==> config.mk <==
export PLATFORM = sky130hd
export DESIGN_NAME = pgbuf_top
export DESIGN_NICKNAME = d
export VERILOG_FILES = /design/src/rtl/pgbuf_pkg.sv /design/src/rtl/pgbuf_loader.sv /design/src/rtl/pgbuf_store.sv /design/src/rtl/pgbuf_ctrl.sv /design/src/rtl/pgbuf_top.sv
export SDC_FILE = /design/constraint.sdc
export NUM_CORES = 2
export LEC_CHECK = 0
export ABC_AREA = 1
export ABC_CLOCK_PERIOD_IN_PS = 4550
export BUFFER_PORTS_ARGS = -buffer_cell sky130_fd_sc_hd__buf_4
export CAP_MARGIN = 25
export CORE_MARGIN = 5
export CORE_UTILIZATION = 35
export CTS_BUF_LIST = sky130_fd_sc_hd__clkbuf_8
export CTS_CLUSTER_DIAMETER = 120
export DETAILED_ROUTE_END_ITERATION = 16
export SLEW_MARGIN = 40
export SYNTH_ARGS = -nofsm -noshare
export SYNTH_HDL_FRONTEND = slang
export SYNTH_SLANG_ARGS = --single-unit
==> constraint.sdc <==
create_clock -name clk -period 4.55 [get_ports clk]
set_input_delay 0.2275 -clock clk [delete_from_list [all_inputs] [get_ports clk]]
set_output_delay 0.2275 -clock clk [all_outputs]
set_load 0.01 [all_outputs]
==> src/rtl/pgbuf_pkg.sv <==
package pgbuf_pkg;
    typedef enum logic [1:0] {
        ST_IDLE  = 2'd0,
        ST_LOAD  = 2'd1,
        ST_FETCH = 2'd2,
        ST_MERGE = 2'd3
    } pg_state_t;
endpackage

==> src/rtl/pgbuf_loader.sv <==
module pgbuf_loader #(
    parameter int ADDR_W = 20,
    parameter int COL_W  = 8
) (
    input  logic                    clk,
    input  logic                    rst_n,
    input  logic                    clear,
    input  logic                    en,
    input  logic                    addr_valid,
    input  logic [ADDR_W-1:0]       addr_in,
    input  logic                    byte_valid,
    output logic [ADDR_W-COL_W-1:0] page_q,
    output logic [COL_W-1:0]        col_q,
    output logic                    store_we
);
    localparam int PAGE_W = ADDR_W - COL_W;
    localparam logic [COL_W-1:0] COL_LAST = '1;

    logic have_addr;

    assign store_we = en && have_addr && byte_valid && !addr_valid;

    always_ff @(posedge clk or negedge rst_n) begin
        if (!rst_n) begin
            have_addr <= 1'b0;
            page_q    <= '0;
            col_q     <= '0;
        end else if (clear) begin
            have_addr <= 1'b0;
            col_q     <= '0;
        end else if (en && addr_valid) begin
            have_addr <= 1'b1;
            page_q    <= addr_in[ADDR_W-1:COL_W];
            col_q     <= addr_in[COL_W-1:0];
        end else if (store_we) begin
            col_q <= col_q + 1'b1;
        end
    end

    // column wraps inside the page
    p_col_wrap_r4: assert property (@(posedge clk) disable iff (!rst_n)
        (store_we && !clear && col_q == COL_LAST) |=> (col_q == '0));

    // page stays fixed while bytes stream in
    p_page_hold_r3: assert property (@(posedge clk) disable iff (!rst_n)
        (store_we && !clear) |=> (page_q == $past(page_q)));

    logic [PAGE_W-1:0] unused_page_w;
    assign unused_page_w = page_q;
endmodule

==> src/rtl/pgbuf_store.sv <==
module pgbuf_store #(
    parameter int COL_W  = 8,
    parameter int DATA_W = 8
) (
    input  logic              clk,
    input  logic              rst_n,
    input  logic              clear,
    input  logic              we,
    input  logic [COL_W-1:0]  waddr,
    input  logic [DATA_W-1:0] wdata,
    input  logic [COL_W-1:0]  raddr,
    output logic [DATA_W-1:0] rdata,
    output logic              rvalid,
    output logic              any_valid
);
    localparam int DEPTH = 1 << COL_W;

    logic [DATA_W-1:0] mem_q [DEPTH];
    logic [DEPTH-1:0]  valid_q;

    always_ff @(posedge clk or negedge rst_n) begin
        if (!rst_n) begin
            valid_q <= '0;
        end else if (clear) begin
            valid_q <= '0;
        end else if (we) begin
            valid_q[waddr] <= 1'b1;
        end
    end

    generate
        for (genvar g = 0; g < DEPTH; g++) begin : g_cell
            always_ff @(posedge clk or negedge rst_n) begin
                if (!rst_n)
                    mem_q[g] <= '1;
                else if (clear)
                    mem_q[g] <= '1;
                else if (we && waddr == COL_W'(g))
                    mem_q[g] <= wdata;
            end
        end
    endgenerate

    assign rdata     = mem_q[raddr];
    assign rvalid    = valid_q[raddr];
    assign any_valid = |valid_q;

    // a clear leaves no column marked as loaded
    p_clear_empty_r2: assert property (@(posedge clk) disable iff (!rst_n)
        clear |=> !any_valid);
endmodule

==> src/rtl/pgbuf_ctrl.sv <==
module pgbuf_ctrl
    import pgbuf_pkg::*;
#(
    parameter int COL_W = 8
) (
    input  logic             clk,
    input  logic             rst_n,
    input  logic             cmd_start,
    input  logic             cs_rise,
    input  logic             byte_aligned,
    input  logic             prog_allow,
    input  logic             any_valid,
    input  logic             col_valid,
    output logic [COL_W-1:0] scan_q,
    output logic             clear,
    output logic             load_en,
    output logic             rd_en,
    output logic             wr_en,
    output logic             busy,
    output logic             prog_start
);
    localparam logic [COL_W-1:0] COL_LAST = '1;

    pg_state_t state_q, state_d;
    logic      commit;

    assign commit = cs_rise && byte_aligned && prog_allow && any_valid;

    always_comb begin
        state_d = state_q;
        unique case (state_q)
            ST_IDLE:  if (cmd_start) state_d = ST_LOAD;
            ST_LOAD:  if (cs_rise) state_d = commit ? ST_FETCH : ST_IDLE;
            ST_FETCH: begin
                if (col_valid)
                    state_d = ST_MERGE;
                else if (scan_q == COL_LAST)
                    state_d = ST_IDLE;
            end
            ST_MERGE: state_d = (scan_q == COL_LAST) ? ST_IDLE : ST_FETCH;
            default:  state_d = ST_IDLE;
        endcase
    end

    always_ff @(posedge clk or negedge rst_n) begin
        if (!rst_n) begin
            state_q    <= ST_IDLE;
            scan_q     <= '0;
            prog_start <= 1'b0;
        end else begin
            state_q    <= state_d;
            prog_start <= (state_q == ST_LOAD) && commit;
            if (state_q == ST_LOAD)
                scan_q <= '0;
            else if ((state_q == ST_FETCH && !col_valid) || state_q == ST_MERGE)
                scan_q <= scan_q + 1'b1;
        end
    end

    always_comb begin
        clear   = 1'b0;
        load_en = 1'b0;
        rd_en   = 1'b0;
        wr_en   = 1'b0;
        busy    = 1'b0;
        unique case (state_q)
            ST_IDLE:  clear = cmd_start;
            ST_LOAD:  load_en = !cs_rise;
            ST_FETCH: begin busy = 1'b1; rd_en = col_valid; end
            ST_MERGE: begin busy = 1'b1; wr_en = 1'b1; end
            default:  ;
        endcase
    end

    // start strobe only after a clean commit request
    p_start_cause_r5: assert property (@(posedge clk) disable iff (!rst_n)
        prog_start |-> $past(cs_rise && byte_aligned && prog_allow));

    // a ragged frame end never starts programming
    p_ragged_cancel_r6: assert property (@(posedge clk) disable iff (!rst_n)
        (cs_rise && !byte_aligned) |=> !prog_start);

    // each write follows a read of the same column
    p_read_before_write_r9: assert property (@(posedge clk) disable iff (!rst_n)
        wr_en |-> ($past(rd_en) && scan_q == $past(scan_q)));

    // never read and write in one cycle
    p_port_exclusive_r9: assert property (@(posedge clk) disable iff (!rst_n)
        $onehot0({rd_en, wr_en}));

    // no clearing while the scan runs
    p_busy_no_clear_r11: assert property (@(posedge clk) disable iff (!rst_n)
        busy |-> !clear);
endmodule

==> src/rtl/pgbuf_top.sv <==
module pgbuf_top #(
    parameter int ADDR_W = 20,
    parameter int COL_W  = 8,
    parameter int DATA_W = 8
) (
    input  logic              clk,
    input  logic              rst_n,
    input  logic              cmd_start,
    input  logic              addr_valid,
    input  logic [ADDR_W-1:0] addr_in,
    input  logic              byte_valid,
    input  logic [DATA_W-1:0] byte_in,
    input  logic              cs_rise,
    input  logic              byte_aligned,
    input  logic              prog_allow,
    output logic              prog_start,
    output logic              busy,
    output logic              arr_rd_en,
    output logic              arr_wr_en,
    output logic [ADDR_W-1:0] arr_addr,
    output logic [DATA_W-1:0] arr_wdata,
    input  logic [DATA_W-1:0] arr_rdata
);
    localparam int PAGE_W = ADDR_W - COL_W;

    logic [PAGE_W-1:0] page_q;
    logic [COL_W-1:0]  col_q, scan_q;
    logic              store_we, clear, load_en;
    logic [DATA_W-1:0] buf_rdata;
    logic              col_valid, any_valid;

    pgbuf_loader #(.ADDR_W(ADDR_W), .COL_W(COL_W)) u_loader (
        .clk(clk), .rst_n(rst_n), .clear(clear), .en(load_en),
        .addr_valid(addr_valid), .addr_in(addr_in), .byte_valid(byte_valid),
        .page_q(page_q), .col_q(col_q), .store_we(store_we)
    );

    pgbuf_store #(.COL_W(COL_W), .DATA_W(DATA_W)) u_store (
        .clk(clk), .rst_n(rst_n), .clear(clear), .we(store_we),
        .waddr(col_q), .wdata(byte_in), .raddr(scan_q),
        .rdata(buf_rdata), .rvalid(col_valid), .any_valid(any_valid)
    );

    pgbuf_ctrl #(.COL_W(COL_W)) u_ctrl (
        .clk(clk), .rst_n(rst_n), .cmd_start(cmd_start), .cs_rise(cs_rise),
        .byte_aligned(byte_aligned), .prog_allow(prog_allow),
        .any_valid(any_valid), .col_valid(col_valid), .scan_q(scan_q),
        .clear(clear), .load_en(load_en), .rd_en(arr_rd_en), .wr_en(arr_wr_en),
        .busy(busy), .prog_start(prog_start)
    );

    assign arr_addr  = {page_q, scan_q};
    assign arr_wdata = arr_rdata & buf_rdata;

    // a write never sets a bit that the array read back as 0
    p_only_clear_bits_r10: assert property (@(posedge clk) disable iff (!rst_n)
        arr_wr_en |-> ((arr_wdata & ~arr_rdata) == '0));

    // nothing starts without a loaded byte
    p_no_empty_start_r8: assert property (@(posedge clk) disable iff (!rst_n)
        (cs_rise && !any_valid) |=> !prog_start);
endmodule

==> impl_metrics.py <==
metrics = {
    "run_status": {
        "outcome": "finished with violations",
        "violations": "setup timing",
    },
    "synthesis": {
        "ys_warn_count": 0,
        "ys_async_sr_fraction_pct": 100,
        "synthCells": 12900,
        "syn_area_um2": 109000,
        "synth_fp_nets": 12900,
        "synth_edf_count": 0,
        "synth-seq-area-share_pct": 56.1,
        "syn_avg_cell_area_um2": 8.46,
        "synth_flop_cell": "dfstp_2",
        "synth.distinct_cells": 43,
        "synth_seq_cells": 2336,
    },
    "cts": {
        "cts-root-buf": "clkbuf_8",
        "clk_pin_slew_ps": 60,
        "numCtsBuffers": 395,
        "cts_sinks": 2336,
        "clockBufferDepth": 4,
        "insertion_delay_ps": 1030,
        "h-tree-depth": 5,
        "cts_tree": "built",
    },
    "placement": {
        "dp_hpwl_um": 241000,
        "place_congestion": 0.906,
        "place_area_um2": 114000,
        "dp_slack_ps": 184,
        "io_buffers": 75,
    },
    "die": {
        "dieWidth_um": 567,
        "io_pins": 76,
        "initial_core_util_pct": 35.2,
        "die_h_um": 567,
        "rows": 204,
        "core_area_um2": 309000,
        "die_area_um2": 322000,
    },
    "setup_path": {
        "r2r_start": "u_ctrl.state_q[1]$_DFFE_PN0P_",
        "reg2reg_depth": 11,
        "arrival_ps": 4330,
        "crit_path_frequent_cell": "buf_4",
        "endpoint_kind": "output port",
        "critical_path_class": "reg2out",
        "critPathRequiredTime_ps": 4320,
        "start_kind": "flop",
        "r2r_end": "u_loader.col_q[0]$_DFFE_PN0P_",
        "cp_slowest_cell": "dfrtp_4",
        "critPathMaxFanout": 16,
        "max_stage_delay_ps": 580,
        "r2r_setup_slack_ps": 440,
        "crit_chain": "inv_12 -> buf_4 -> buf_4 -> o21ai_0 -> o211ai_1 -> nand3_1 -> nand3_1 -> nand2_1 -> nand3_2 -> nand3_1 -> a21boi_1 -> buf_4 -> buf_4",
    },
    "timing": {
        "period_needed_ps": 4560,
        "fin_ws_ps": -8.83,
        "skew_ps": 80.8,
        "finalCritPeriodShare_pct": 100,
        "report.final.slew_viol_count": 0,
        "maxClockFrequency_mhz": 219,
        "setup_violations": 1,
        "worst_slew_pin_slew_ps": 979,
        "relSlewSlack_pct": 34.3,
        "hold_violations": 0,
    },
    "layout": {
        "finish.instance_area_um2": 123000,
        "final_cell_mix": "2684 x nor2_1, 2416 x a21oi_1, 2048 x dfstp_2",
        "final_common_cell": "nor2_1",
        "nNetsFinal": 12700,
        "drive_above_1_share_pct": 24.6,
        "fill_cells": 31200,
        "syn_to_final_growth_pct": 13.2,
    },
    "routing": {
        "via_per_inst": 5.40,
        "drc": 0,
        "num_vias": 92600,
        "first_pass_iters": 8,
        "routed_wl_um": 385000,
        "ant_nets": 0,
        "avgRoutedWirePerCell_um": 22.5,
        "drt-initial-drc-count": 9946,
    },
    "worst_hold_path": {
        "holdPathStages": 7,
        "hp-start": "byte_valid",
        "hp-class": "in2reg",
        "hold_end": "u_store.valid_q[195]$_DFFE_PN0P_",
    },
    "global_route": {
        "antenna_found_initial": 13,
        "track_usage_pct": 23.1,
        "grt_max_degree": 165,
        "grt_pass1_wl_um": 576000,
        "gr-total-overflow": 0,
        "grt_pass1_vias": 87500,
    },
    "power": {
        "p_per_area_nw_per_um2": 767,
        "vdd_ir_drop_max_mv": 0.452,
        "power_leakage_uw": 0.0499,
    },
    "run": {
        "drv_cap": 0,
    },
}
## cells by family after synthesis
| group | share of synthesized area (%) |
|---|---|
| AO/OA/AOI/OAI | 20.7 |
| buffers and inverters | 6.07 |
| flip-flops | 56.1 |
| adder cells (fa/ha/maj) | 0.0575 |
| AND/OR/NAND/NOR | 17.1 |
## final cells by class
| cell class | instances | area (µm²) | area share, % |
|---|---|---|---|
| flip-flops and latches | 2336 | 61000 | 49.6 |
| multi-input cells | 8917 | 41500 | 33.7 |
| clock buffers | 497 | 6840 | 5.56 |
| repair buffers | 492 | 5360 | 4.36 |
| well taps | 4120 | 5150 | 4.19 |
| inverters | 553 | 2140 | 1.74 |
| clock inverters | 208 | 1060 | 0.859 |
| repair inverters | 2 | 17.5 | 0.0142 |
| diodes | 6 | 15.0 | 0.0122 |
## worst max-delay path, delay by kind of cell, from the launching register on
family	cells	cell delay (ps)
AOI/OAI and AO/OA	3	560
buffers and inverters	5	1030
DFF	1	580
and+or+nand+nor	5	1120
## worst max path at each step
stage | start | end | slack, ps | cells after the start
floorplan | u_ctrl.scan_q[0]$_DFFE_PN0P_ | arr_wdata[6] | 1960 | 15
CTS | u_ctrl.scan_q[0]$_DFFE_PN0P_ | arr_wdata[2] | 2 | 12
global placement | u_ctrl.scan_q[0]$_DFFE_PN0P_ | arr_wdata[0] | 120 | 11
finish | u_ctrl.scan_q[1]$_DFFE_PN0P_ | arr_wdata[5] | -9 | 13
detailed placement | u_ctrl.scan_q[0]$_DFFE_PN0P_ | arr_wdata[0] | 180 | 11
global route | u_ctrl.scan_q[1]$_DFFE_PN0P_ | arr_wdata[5] | -40 | 13
## stage by stage
stage / setup TNS, ps / utilization [%] / power [µW] / instances / hold slack [ps]
6_report: -8.83 / 39.8 / 94400 / 17100 / 132
5_1_grt: -51.1 / 39.8 / 100000 / 17100 / 121
4_1_cts: 0 / 39.7 / 94100 / 17100 / 22.4
3_5_place_dp: 0 / 36.8 / 74300 / 16300 / 318
3_3_place_gp: 0 / 36.8 / 73500 / 16300 / 308
2_1_floorplan: 0 / - / 61200 / 12900 / -68.1
## Yosys cell counts, types with 2 or more instances
library cell	instances	area share (%)
nor2_1	2714	9.4
a21oi_1	2419	11
dfstp_2	2048	49
o21ai_0	1357	6.2
nand2_1	1283	4.4
clkbuf_1	605	2.1
inv_1	535	1.8
nand3_1	437	2.0
buf_2	326	1.5
dfrtp_1	288	6.6
o22ai_1	201	1.2
o211ai_1	192	1.3
nand4_1	83	0.48
o221ai_1	77	0.62
buf_1	70	0.24
buf_4	39	0.27
nand2_2	39	0.22
nor4_1	29	0.17
o21ai_1	18	0.083
nor3_2	14	0.13
inv_2	9	0.031
clkinv_1	8	0.028
nor2_4	8	0.083
nor3_1	8	0.037
a21boi_0	6	0.041
buf_6	6	0.062
ha_1	5	0.058
nor2_2	5	0.029
a31oi_1	4	0.023
a32o_1	3	0.028
nand3_2	2	0.018
nor2_8	2	0.037
nor3_4	2	0.030
## power breakdown
part | internal (µW) | switching, µW | total, µW
Combinational | 11100 | 25400 | 36500
Sequential | 34800 | 4140 | 39000
Clock | 9970 | 9030 | 19000
## sequential cells by signal (all words and copies together), names as in the netlist
signal and cells:
u_loader.col_q 8, u_store.valid_q 256, u_loader.have_addr 1, u_ctrl.prog_start 1, u_ctrl.scan_q 8, u_ctrl.state_q 2
u_loader.page_q 12, u_store.mem_q 2048
## per-layer routing
layer	track usage [%]	routed length [µm]	part of all wire, %	vias up
met4	10.0	18000	4.7	2
met5	0	43	0.011	-
li1	-	-	-	42800
met1	32.4	166000	43	44900
met2	34.2	166000	43	4031
met3	4.95	34400	8.9	839
## repair_timing
| item | in CTS | in global routing |
|---|---|---|
| pin swaps | 5 | 2 |
| resized for setup | 42 | 28 |
| endpoints found under the setup margin | 9 | 9 |
| gates cloned | 4 | 1 |
| hold buffers | 59 | 0 |
| setup buffers | 18 | 0 |
| hold endpoints to repair | 1732 | 0 |
Power figures use the tool's default switching activity.
